==> config.mk <==
export PLATFORM = sky130hd
export DESIGN_NAME = dbg_cmd_proc
export DESIGN_NICKNAME = d
export VERILOG_FILES = /design/src/rtl/dbg_cmd_pkg.sv /design/src/rtl/dbg_cmd_decode.sv /design/src/rtl/dbg_csr.sv /design/src/rtl/dbg_cmd_seq.sv /design/src/rtl/dbg_cmd_proc.sv
export SDC_FILE = /design/constraint.sdc
export NUM_CORES = 1
export LEC_CHECK = 0
export ABC_AREA = 1
export BUFFER_PORTS_ARGS = -buffer_cell sky130_fd_sc_hd__buf_2
export CORE_ASPECT_RATIO = 1.1
export CORE_MARGIN = 2
export CORE_UTILIZATION = 31
export DETAILED_ROUTE_END_ITERATION = 6
export PLACE_DENSITY_LB_ADDON = 0.3
export SYNTH_ARGS = -nofsm -noshare
export SYNTH_HDL_FRONTEND = slang
export SYNTH_SLANG_ARGS = --single-unit
==> constraint.sdc <==
create_clock -name clk -period 2.2 [get_ports clk]
set_input_delay 0.33 -clock clk [delete_from_list [all_inputs] [get_ports clk]]
set_output_delay 0.33 -clock clk [all_outputs]
set_load 0.02 [all_outputs]
==> src/rtl/dbg_cmd_pkg.sv <==
package dbg_cmd_pkg;
  localparam int WORD_W  = 16;
  localparam int LONG_W  = 2 * WORD_W;
  localparam int BST_W   = 4;
  localparam int SEL_W   = 5;

  localparam logic [WORD_W-1:0] CMD_RD_BASE = 16'h2D80;
  localparam logic [WORD_W-1:0] CMD_WR      = 16'h2880;

  localparam logic [BST_W-1:0] BST_NONE = 4'h0;
  localparam logic [BST_W-1:0] BST_L1   = 4'h2;
  localparam logic [BST_W-1:0] BST_L2   = 4'h5;

  typedef struct packed {
    logic              flag;
    logic [WORD_W-1:0] data;
  } resp_t;

  localparam resp_t RSP_NOT_READY = '{flag: 1'b1, data: 16'h0000};
  localparam resp_t RSP_ILLEGAL   = '{flag: 1'b1, data: 16'hFFFF};
  localparam resp_t RSP_DONE      = '{flag: 1'b0, data: 16'hFFFF};
  localparam resp_t RSP_BUS_ERR   = '{flag: 1'b1, data: 16'h0001};

  typedef enum logic [2:0] {
    ST_IDLE, ST_RD_LO, ST_W_AH, ST_W_AL, ST_W_DH, ST_W_DL
  } seq_state_t;
endpackage

==> src/rtl/dbg_cmd_decode.sv <==
module dbg_cmd_decode
  import dbg_cmd_pkg::*;
(
  input  logic [WORD_W-1:0] word,
  output logic              is_rd_csr,
  output logic              is_wr
);
  localparam int OP_W = WORD_W - SEL_W;

  logic op_match;

  always_comb begin
    op_match  = (word[WORD_W-1:SEL_W] == CMD_RD_BASE[WORD_W-1:SEL_W]);
    is_rd_csr = op_match && (word[SEL_W-1:0] == '0);
    is_wr     = (word == CMD_WR);
  end
endmodule

==> src/rtl/dbg_csr.sv <==
module dbg_csr
  import dbg_cmd_pkg::*;
(
  input  logic              clk,
  input  logic              rst_sn,
  input  logic [3:0]        ev_set,
  input  logic              l1_hit,
  input  logic              l2_hit,
  input  logic              l2_armed,
  input  logic              rd_clr,
  output logic [3:0]        flags_q,
  output logic [BST_W-1:0]  bstat_q,
  output logic [LONG_W-1:0] csr_word
);
  localparam int PAD_W = LONG_W - 4 - BST_W;

  logic [3:0]       flags_d;
  logic [BST_W-1:0] bstat_d;
  logic             bst_clr_ok;

  always_comb begin
    bst_clr_ok = (bstat_q == BST_L2) || ((bstat_q == BST_L1) && !l2_armed);
    flags_d    = rd_clr ? 4'b0000 : flags_q;
    flags_d    = flags_d | ev_set;
    bstat_d    = bstat_q;
    if (rd_clr && bst_clr_ok) bstat_d = BST_NONE;
    if (l2_hit)      bstat_d = BST_L2;
    else if (l1_hit) bstat_d = BST_L1;
    csr_word   = {flags_q, {PAD_W{1'b0}}, bstat_q};
  end

  always_ff @(posedge clk or negedge rst_sn) begin
    if (!rst_sn) begin
      flags_q <= '0;
      bstat_q <= BST_NONE;
    end else begin
      flags_q <= flags_d;
      bstat_q <= bstat_d;
    end
  end
endmodule

==> src/rtl/dbg_cmd_seq.sv <==
module dbg_cmd_seq
  import dbg_cmd_pkg::*;
(
  input  logic              clk,
  input  logic              rst_sn,
  input  logic              xfer_valid,
  input  logic [WORD_W-1:0] xfer_word,
  input  logic              is_rd_csr,
  input  logic              is_wr,
  input  logic [LONG_W-1:0] csr_word,
  input  logic              wr_berr,
  output logic              rd_clr,
  output logic              wr_en,
  output logic [LONG_W-1:0] wr_addr,
  output logic [LONG_W-1:0] wr_data,
  output resp_t             resp_q,
  output seq_state_t        state_q
);
  seq_state_t        state_d;
  resp_t             resp_d;
  logic [LONG_W-1:0] addr_q, addr_d;
  logic [WORD_W-1:0] dhi_q, dhi_d;
  logic [WORD_W-1:0] shadow_q, shadow_d;

  always_comb begin
    state_d  = state_q;
    resp_d   = resp_q;
    addr_d   = addr_q;
    dhi_d    = dhi_q;
    shadow_d = shadow_q;
    rd_clr   = 1'b0;
    wr_en    = 1'b0;
    if (xfer_valid) begin
      unique case (state_q)
        ST_IDLE: begin
          if (is_rd_csr) begin
            rd_clr   = 1'b1;
            resp_d   = '{flag: 1'b0, data: csr_word[LONG_W-1:WORD_W]};
            shadow_d = csr_word[WORD_W-1:0];
            state_d  = ST_RD_LO;
          end else if (is_wr) begin
            resp_d  = RSP_NOT_READY;
            state_d = ST_W_AH;
          end else begin
            resp_d  = RSP_ILLEGAL;
          end
        end
        ST_RD_LO: begin
          resp_d  = '{flag: 1'b0, data: shadow_q};
          state_d = ST_IDLE;
        end
        ST_W_AH: begin
          addr_d[LONG_W-1:WORD_W] = xfer_word;
          resp_d  = RSP_NOT_READY;
          state_d = ST_W_AL;
        end
        ST_W_AL: begin
          addr_d[WORD_W-1:0] = xfer_word;
          resp_d  = RSP_NOT_READY;
          state_d = ST_W_DH;
        end
        ST_W_DH: begin
          dhi_d   = xfer_word;
          resp_d  = RSP_NOT_READY;
          state_d = ST_W_DL;
        end
        ST_W_DL: begin
          wr_en   = 1'b1;
          resp_d  = wr_berr ? RSP_BUS_ERR : RSP_DONE;
          state_d = ST_IDLE;
        end
        default: state_d = ST_IDLE;
      endcase
    end
    wr_addr = addr_q;
    wr_data = {dhi_q, xfer_word};
  end

  always_ff @(posedge clk or negedge rst_sn) begin
    if (!rst_sn) begin
      state_q  <= ST_IDLE;
      resp_q   <= RSP_NOT_READY;
      addr_q   <= '0;
      dhi_q    <= '0;
      shadow_q <= '0;
    end else if (xfer_valid) begin
      state_q  <= state_d;
      resp_q   <= resp_d;
      addr_q   <= addr_d;
      dhi_q    <= dhi_d;
      shadow_q <= shadow_d;
    end
  end
endmodule

==> src/rtl/dbg_cmd_proc.sv <==
module dbg_cmd_proc
  import dbg_cmd_pkg::*;
(
  input  logic        clk,
  input  logic        rst_n,
  input  logic        xfer_valid,
  input  logic [15:0] xfer_word,
  output logic        resp_flag,
  output logic [15:0] resp_data,
  input  logic        ev_fof,
  input  logic        ev_trg,
  input  logic        ev_halt,
  input  logic        ev_bkpt,
  input  logic        bp_l1_hit,
  input  logic        bp_l2_hit,
  input  logic        bp_l2_armed,
  output logic        wr_en,
  output logic [31:0] wr_addr,
  output logic [31:0] wr_data,
  input  logic        wr_berr
);
  logic [1:0]        rst_pipe;
  logic              rst_sn;
  logic              is_rd_csr, is_wr, rd_clr;
  logic [3:0]        flags_q;
  logic [BST_W-1:0]  bstat_q;
  logic [LONG_W-1:0] csr_word;
  resp_t             resp_q;
  seq_state_t        state_q;

  always_ff @(posedge clk or negedge rst_n) begin
    if (!rst_n) rst_pipe <= 2'b00;
    else        rst_pipe <= {rst_pipe[0], 1'b1};
  end
  assign rst_sn = rst_pipe[1];

  dbg_cmd_decode u_dec (
    .word      (xfer_word),
    .is_rd_csr (is_rd_csr),
    .is_wr     (is_wr)
  );

  dbg_csr u_csr (
    .clk      (clk),
    .rst_sn   (rst_sn),
    .ev_set   ({ev_fof, ev_trg, ev_halt, ev_bkpt}),
    .l1_hit   (bp_l1_hit),
    .l2_hit   (bp_l2_hit),
    .l2_armed (bp_l2_armed),
    .rd_clr   (rd_clr),
    .flags_q  (flags_q),
    .bstat_q  (bstat_q),
    .csr_word (csr_word)
  );

  dbg_cmd_seq u_seq (
    .clk        (clk),
    .rst_sn     (rst_sn),
    .xfer_valid (xfer_valid),
    .xfer_word  (xfer_word),
    .is_rd_csr  (is_rd_csr),
    .is_wr      (is_wr),
    .csr_word   (csr_word),
    .wr_berr    (wr_berr),
    .rd_clr     (rd_clr),
    .wr_en      (wr_en),
    .wr_addr    (wr_addr),
    .wr_data    (wr_data),
    .resp_q     (resp_q),
    .state_q    (state_q)
  );

  assign resp_flag = resp_q.flag;
  assign resp_data = resp_q.data;
endmodule

==> impl_metrics.toml, run 1 <==
[die]
start_util_pct = 32.1
die_h_um = 108
die_x_um = 98.3
pin_count = 109
core_area_um2 = 9440
num_rows = 37
die_area_um2 = 10600

[final_layout]
fillers = 995
syn_to_final_growth_pct = 24.1
antenna_cells = 0
nets = 459
drive_above_1_share_pct = 31.8
post-route-util_pct = 39.9

[sta]
worst_slack_ps = 355
max_freq_mhz = 542
slew_viol_final = 0
hold_viol_final = 0
fin_setup_tns_ps = 0
finalCriticalPeriod_ps = 1850
fin_crit_sh_pct = 83.9
clock_skew_ps = 5.52
rsz0062_at_grt = "no"
setup_viol = 0

[cts]
cts_setup_buffers = 0
clk_root_buffer_cell = "clkbuf_8"
cts_tree = "built"
clk_latency_ps = 330
clockBufferDepth = 2
cts.sinks = 70
cts_resized = 0
cts_buffers = 9
clk_pin_slew_ps = 70
cts.htree.levels = 3

[global_route]
grt_antenna_before_repair = 0
overflow = 0
grt_pass1_vias = 2431
grt_usage_pct = 13.7
grt_max_degree = 69
grt_pass1_wl_mm = 11.6

[power_and_ir_drop]
ir_drop_mv = 0.648
power_leakage_nw = 2.10
pwr_density_cell_nw_per_um2 = 1490

[critical_path]
rr_startpoint = "u_seq.state_q[2]"
cp-start-kind = "flop"
cp_slowest_stage_delay_ps = 480
critPathSlowestCell = "dfrtp_1"
crit_arrival_ps = 1520
path_buf_inv = 2
path_max_fanout = 7
crit_start = "u_seq.state_q[0]"
end_kind = "output port"
cp_cell_sequence = "inv_1 -> nor2_2 -> nand2_1 -> nor2_1 -> buf_2"
cp_top_family = "flip-flops"
worst-setup-path-type = "reg -> out"
required_ps = 1870

[logic_synthesis]
async_reset_ff_share_pct = 100
ys_top_cells_by_area = "dfrtp_1, nand2_1, o21ai_0"
synthFlopType = "dfrtp_1"
synth_cells = 344
synth_area_um2 = 3040
netlist.top_cell.by_area = "dfrtp_1"
synth-edff-count = 0
syn_nets = 371
syn_avg_cell_area_um2 = 8.82
synth.ff_latch_count = 70
synth_top_cell_area_share_pct = 56.9
yosysSeqAreaShare_pct = 57.7
yosys_warnings = 0
synth_cell_type_count = 24

[placed_design]
place.gp.congestion = 0.788
post-place-ws_ps = 475
post-dp-hpwl_mm = 5.21
place.port_buffers = 108

[drt]
dr.pass1.iters = 4
num_vias = 2464
ant_nets = 0
wl_mm = 7.16
route.detailed.drc = 0
viasPerCell = 4.45
routedWlPerCell_um = 12.9
drt_iter0_drc = 134

[run_status]
outcome = "finished clean"

[min_path]
min-delay-start = "bp_l2_hit"
min_path_type = "in -> reg"

[job]
max-cap-violations = 0
[report_power, final]
part           leakage (nW)  switching (mW)  internal (mW)
registers             0.854           0.337           1.82
clock network        0.0976           0.485          0.584
logic                  1.14            1.60          0.791
[worst paths after layout]
check | to | slack, ps | depth (start not counted)
worst max-delay path | wr_en | 350 | 5
worst min-delay path | u_csr.bstat_q[1] | 170 | 2
worst max register to register | u_seq.wr_addr[12] | 600 | 5
worst min register to register | u_seq.dhi_q[9] | 280 | 1
max in group asynchronous | u_seq.resp_q[16] | 1600 | 1
min in group asynchronous | u_seq.dhi_q[9] | 280 | 1
[cells in the final DEF, fill, tap and decap left out, types with 6 or more instances in the layout]
cell type | netlist | final
nor2_1 | 24 | 24
nand3_1 | 13 | 13
nand2_1 | 89 | 89
dfrtp_1 | 69 | 68
buf_2 | 6 | 108
a21oi_1 | 6 | 6
o21ai_0 | 51 | 51
inv_1 | 34 | 34
clkbuf_8 | 0 | 11
[per-stage QoR]
stage	hold slack (ps)	area [um^2]	instances	total power [mW]
final	167	3770	554	5.62
after global routing	164	3770	554	6.02
after CTS	149	3770	554	5.69
after detailed placement	117	3550	537	4.61
after global placement	116	3550	537	4.56
after floorplan	34.4	3040	344	3.84
[state kept, by name, indices dropped and copies added (netlist names)]
register and count:
u_seq.state_q 3, u_csr.flags_q 4, u_seq.shadow_q 2, u_seq.dhi_q 16
rst_pipe 2, u_seq.resp_q 9, u_csr.bstat_q 2, u_seq.wr_addr 32
[synthesized netlist by cell type (all sizes together) (3+ instances only)]
cell type and number:
a21boi 3, a21oi 6, buf 30, clkbuf 7, dfrtp 69, inv 34
nand2 92, nand3 14, nand4 3, nor2 26, o21ai 51, o21bai 3
[metal layers]
metal / part of all wire, % / vias up / GRT usage [%] / wire length [um]
met2: 46 / 80 / 22.6 / 3330
met5: 0 / - / 0 / 0
met4: 1.2 / 0 / 3.52 / 83
met1: 45 / 1149 / 17.4 / 3220
li1: - / 1228 / - / -
met3: 7.4 / 7 / 4.55 / 532
[what timing repair did]
action | 4_1_cts | 5_1_grt
hold endpoints to repair | 2 | 0
hold buffers | 1 | 0
setup endpoints to repair | 0 | 0
[logic make-up after synthesis]
family / Yosys count / share of synthesized area (%)
compound gates: 64 / 11.1
flops: 70 / 57.7
other cells: 1 / 0.124
simple gates: 138 / 19.0
buf+inv: 71 / 12.0
[final cells by class]
type / count / area, um^2 / area share [%]
sequential: 70 / 1750 / 46.6
timing repair buffer: 114 / 613 / 16.3
clock inverter: 5 / 57.6 / 1.53
inverter: 34 / 128 / 3.39
multi-input combinational: 203 / 917 / 24.3
clock buffer: 11 / 151 / 4.02
tap: 117 / 146 / 3.89
Power figures use the tool's default switching activity.
==> run 2: changes to the inputs <==
==> constraint.sdc (replaced) <==
create_clock -name clk -period 1.5 [get_ports clk]
set_input_delay 0.225 -clock clk [delete_from_list [all_inputs] [get_ports clk]]
set_output_delay 0.225 -clock clk [all_outputs]
set_load 0.02 [all_outputs]
==> run 2 against run 1 <==
Compared with the run above: design area rose by 3.3%; first-iteration DRC count fell by 16%; setup slack got worse by 290 ps; register-to-register slack got worse by 500 ps; sequential share of layout area fell by 1.4 points; via count rose by 2.8%; power rose by 52%; critical path depth fell by 1; largest cell class unchanged; largest power group unchanged; highest routed layer unchanged.
==> impl_metrics.toml, run 2 (synthesis gave the netlist of run 1 again) <==
[run_status]
outcome = "finished clean"

[power_and_ir_drop]
p_sw_mw = 3.66
p_clk_share_pct = 19.4
total_power_mw = 8.56
power.internal_mw = 4.90
pwr-share-comb_pct = 43.8
pwr_density_cell_nw_per_um2 = 2200
swShare_pct = 42.8
ir_drop_mv = 0.875
p_seq_share_pct = 36.8
power_leakage_nw = 2.14

[final_layout]
final_common_cell = "buf_2"
syn_to_final_growth_pct = 28.2
nets = 469
mostFrequentLayoutCells = "buf_2, nand2_1, dfrtp_1"
antenna_cells = 0
post-route-util_pct = 41.2
largest_reg_flops = 32
fillers = 994
drive_above_1_share_pct = 35.6

[sta]
max_freq_mhz = 695
fin_crit_sh_pct = 96.0
slew_viol_final = 0
finalCriticalPeriod_ps = 1440
rsz0062_at_grt = "yes"
setup_viol = 0
hold_viol_final = 0
worst_slack_ps = 60.2
clock_skew_ps = 15.9

[drt]
ant_nets = 0
viasPerCell = 4.49
routedWlPerCell_um = 13.0
wl_mm = 7.34
num_vias = 2534
drt_iter0_drc = 113
route.detailed.drc = 0
dr.pass1.iters = 4

[die]
start_util_pct = 32.1
core_area_um2 = 9440
die_x_um = 98.3
num_rows = 37
die_h_um = 108
die_area_um2 = 10600
pin_count = 109

[critical_path]
cp_cell_sequence = "nor2_4 -> nand2_2 -> nor2_4 -> buf_6"
end_kind = "output port"
required_ps = 1270
cp-start-kind = "flop"
crit_arrival_ps = 1210
crit_start = "u_seq.state_q[1]"
cpMostUsedCell = "nor2_4"
critPathSlowestCell = "dfrtp_2"
rr_startpoint = "u_seq.state_q[1]"
path_max_fanout = 4
cp_top_family = "flip-flops"
worst-setup-path-type = "reg -> out"
path_buf_inv = 1
cp_slowest_stage_delay_ps = 450

[job]
max-cap-violations = 0

[cts]
cts_tree = "built"
cts.sinks = 70
clk_latency_ps = 340
cts_buffers = 9
clk_root_buffer_cell = "clkbuf_8"
clk_pin_slew_ps = 70
cts.htree.levels = 3
clockBufferDepth = 2

[min_path]
min_path_type = "in -> reg"
min-delay-start = "bp_l2_hit"

[global_route]
grt_pass1_wl_mm = 12.0
overflow = 0
grt_antenna_before_repair = 0
grt_max_degree = 69
grt_usage_pct = 14.5
grt_pass1_vias = 2379

[placed_design]
place.gp.congestion = 0.808
post-dp-hpwl_mm = 5.18
place.port_buffers = 108
post-place-ws_ps = -27.2
run 2: cell types whose count changed in the layout (fill, tap and decap cells not counted), sizes merged:
| cell | delta |
|---|---|
| buf | +10 |
| bufinv | +1 |
| clkbuf | -1 |
run 2: repair_timing:
| action | in CTS | in global routing |
|---|---|---|
| hold buffers | 1 | 0 |
| setup endpoints to repair | 2 | 30 |
| setup buffers | 5 | 0 |
| resized for setup | 6 | 12 |
| pin swaps | 1 | 1 |
| endpoints found under the hold margin | 2 | 0 |
run 2: per-stage QoR:
stage	cell area (um^2)	TNS (ps)	instances	hold WS (ps)
2_1_floorplan	3040	0	344	-70.6
6_report	3890	0	564	52.4
4_1_cts	3860	0	564	41.7
3_5_place_dp	3590	-27.2	542	13.8
5_1_grt	3890	-19.7	564	28.0
3_3_place_gp	3590	0	542	11.3
run 2: final cells by class:
type                    instances  area (um^2)  share of cell area [%]
clock buffers                  10          128                    3.28
multi-input cells             203          951                    24.4
clock inverters                 6         87.6                    2.25
inverters                      34          128                    3.28
well taps                     117          146                    3.76
repair buffers                124          694                    17.8
flip-flops and latches         70         1760                    45.2
run 2: power groups by stage:
stage | Combinational (mW) | Clock [mW] | Sequential (mW)
5_1_grt | 4.13 | 1.81 | 3.25
2_1_floorplan | 1.61 | 0 | 4.03
3_5_place_dp | 3.58 | 0 | 3.18
4_1_cts | 3.71 | 1.70 | 3.15
3_3_place_gp | 3.54 | 0 | 3.18
6_report | 3.75 | 1.66 | 3.15
run 2: final timing paths:
path | to | slack (ps) | cells after the start
hold reg to reg | u_seq.dhi_q[9] | 280 | 1
setup / recovery | wr_en | 60 | 4
setup reg to reg | u_seq.resp_q[14] | 100 | 9
max in group asynchronous | u_seq.resp_q[16] | 890 | 1
min in group asynchronous | rst_pipe[0] | 180 | 2
hold / removal | u_csr.bstat_q[1] | 50 | 2
run 2: per-layer routing:
layer	global-route usage, %	vias to the layer above	routed length [um]
met5	0	-	0
met4	3.52	0	78
met3	5.39	8	514
met2	22.8	88	3430
met1	19.0	1180	3320
li1	-	1258	-
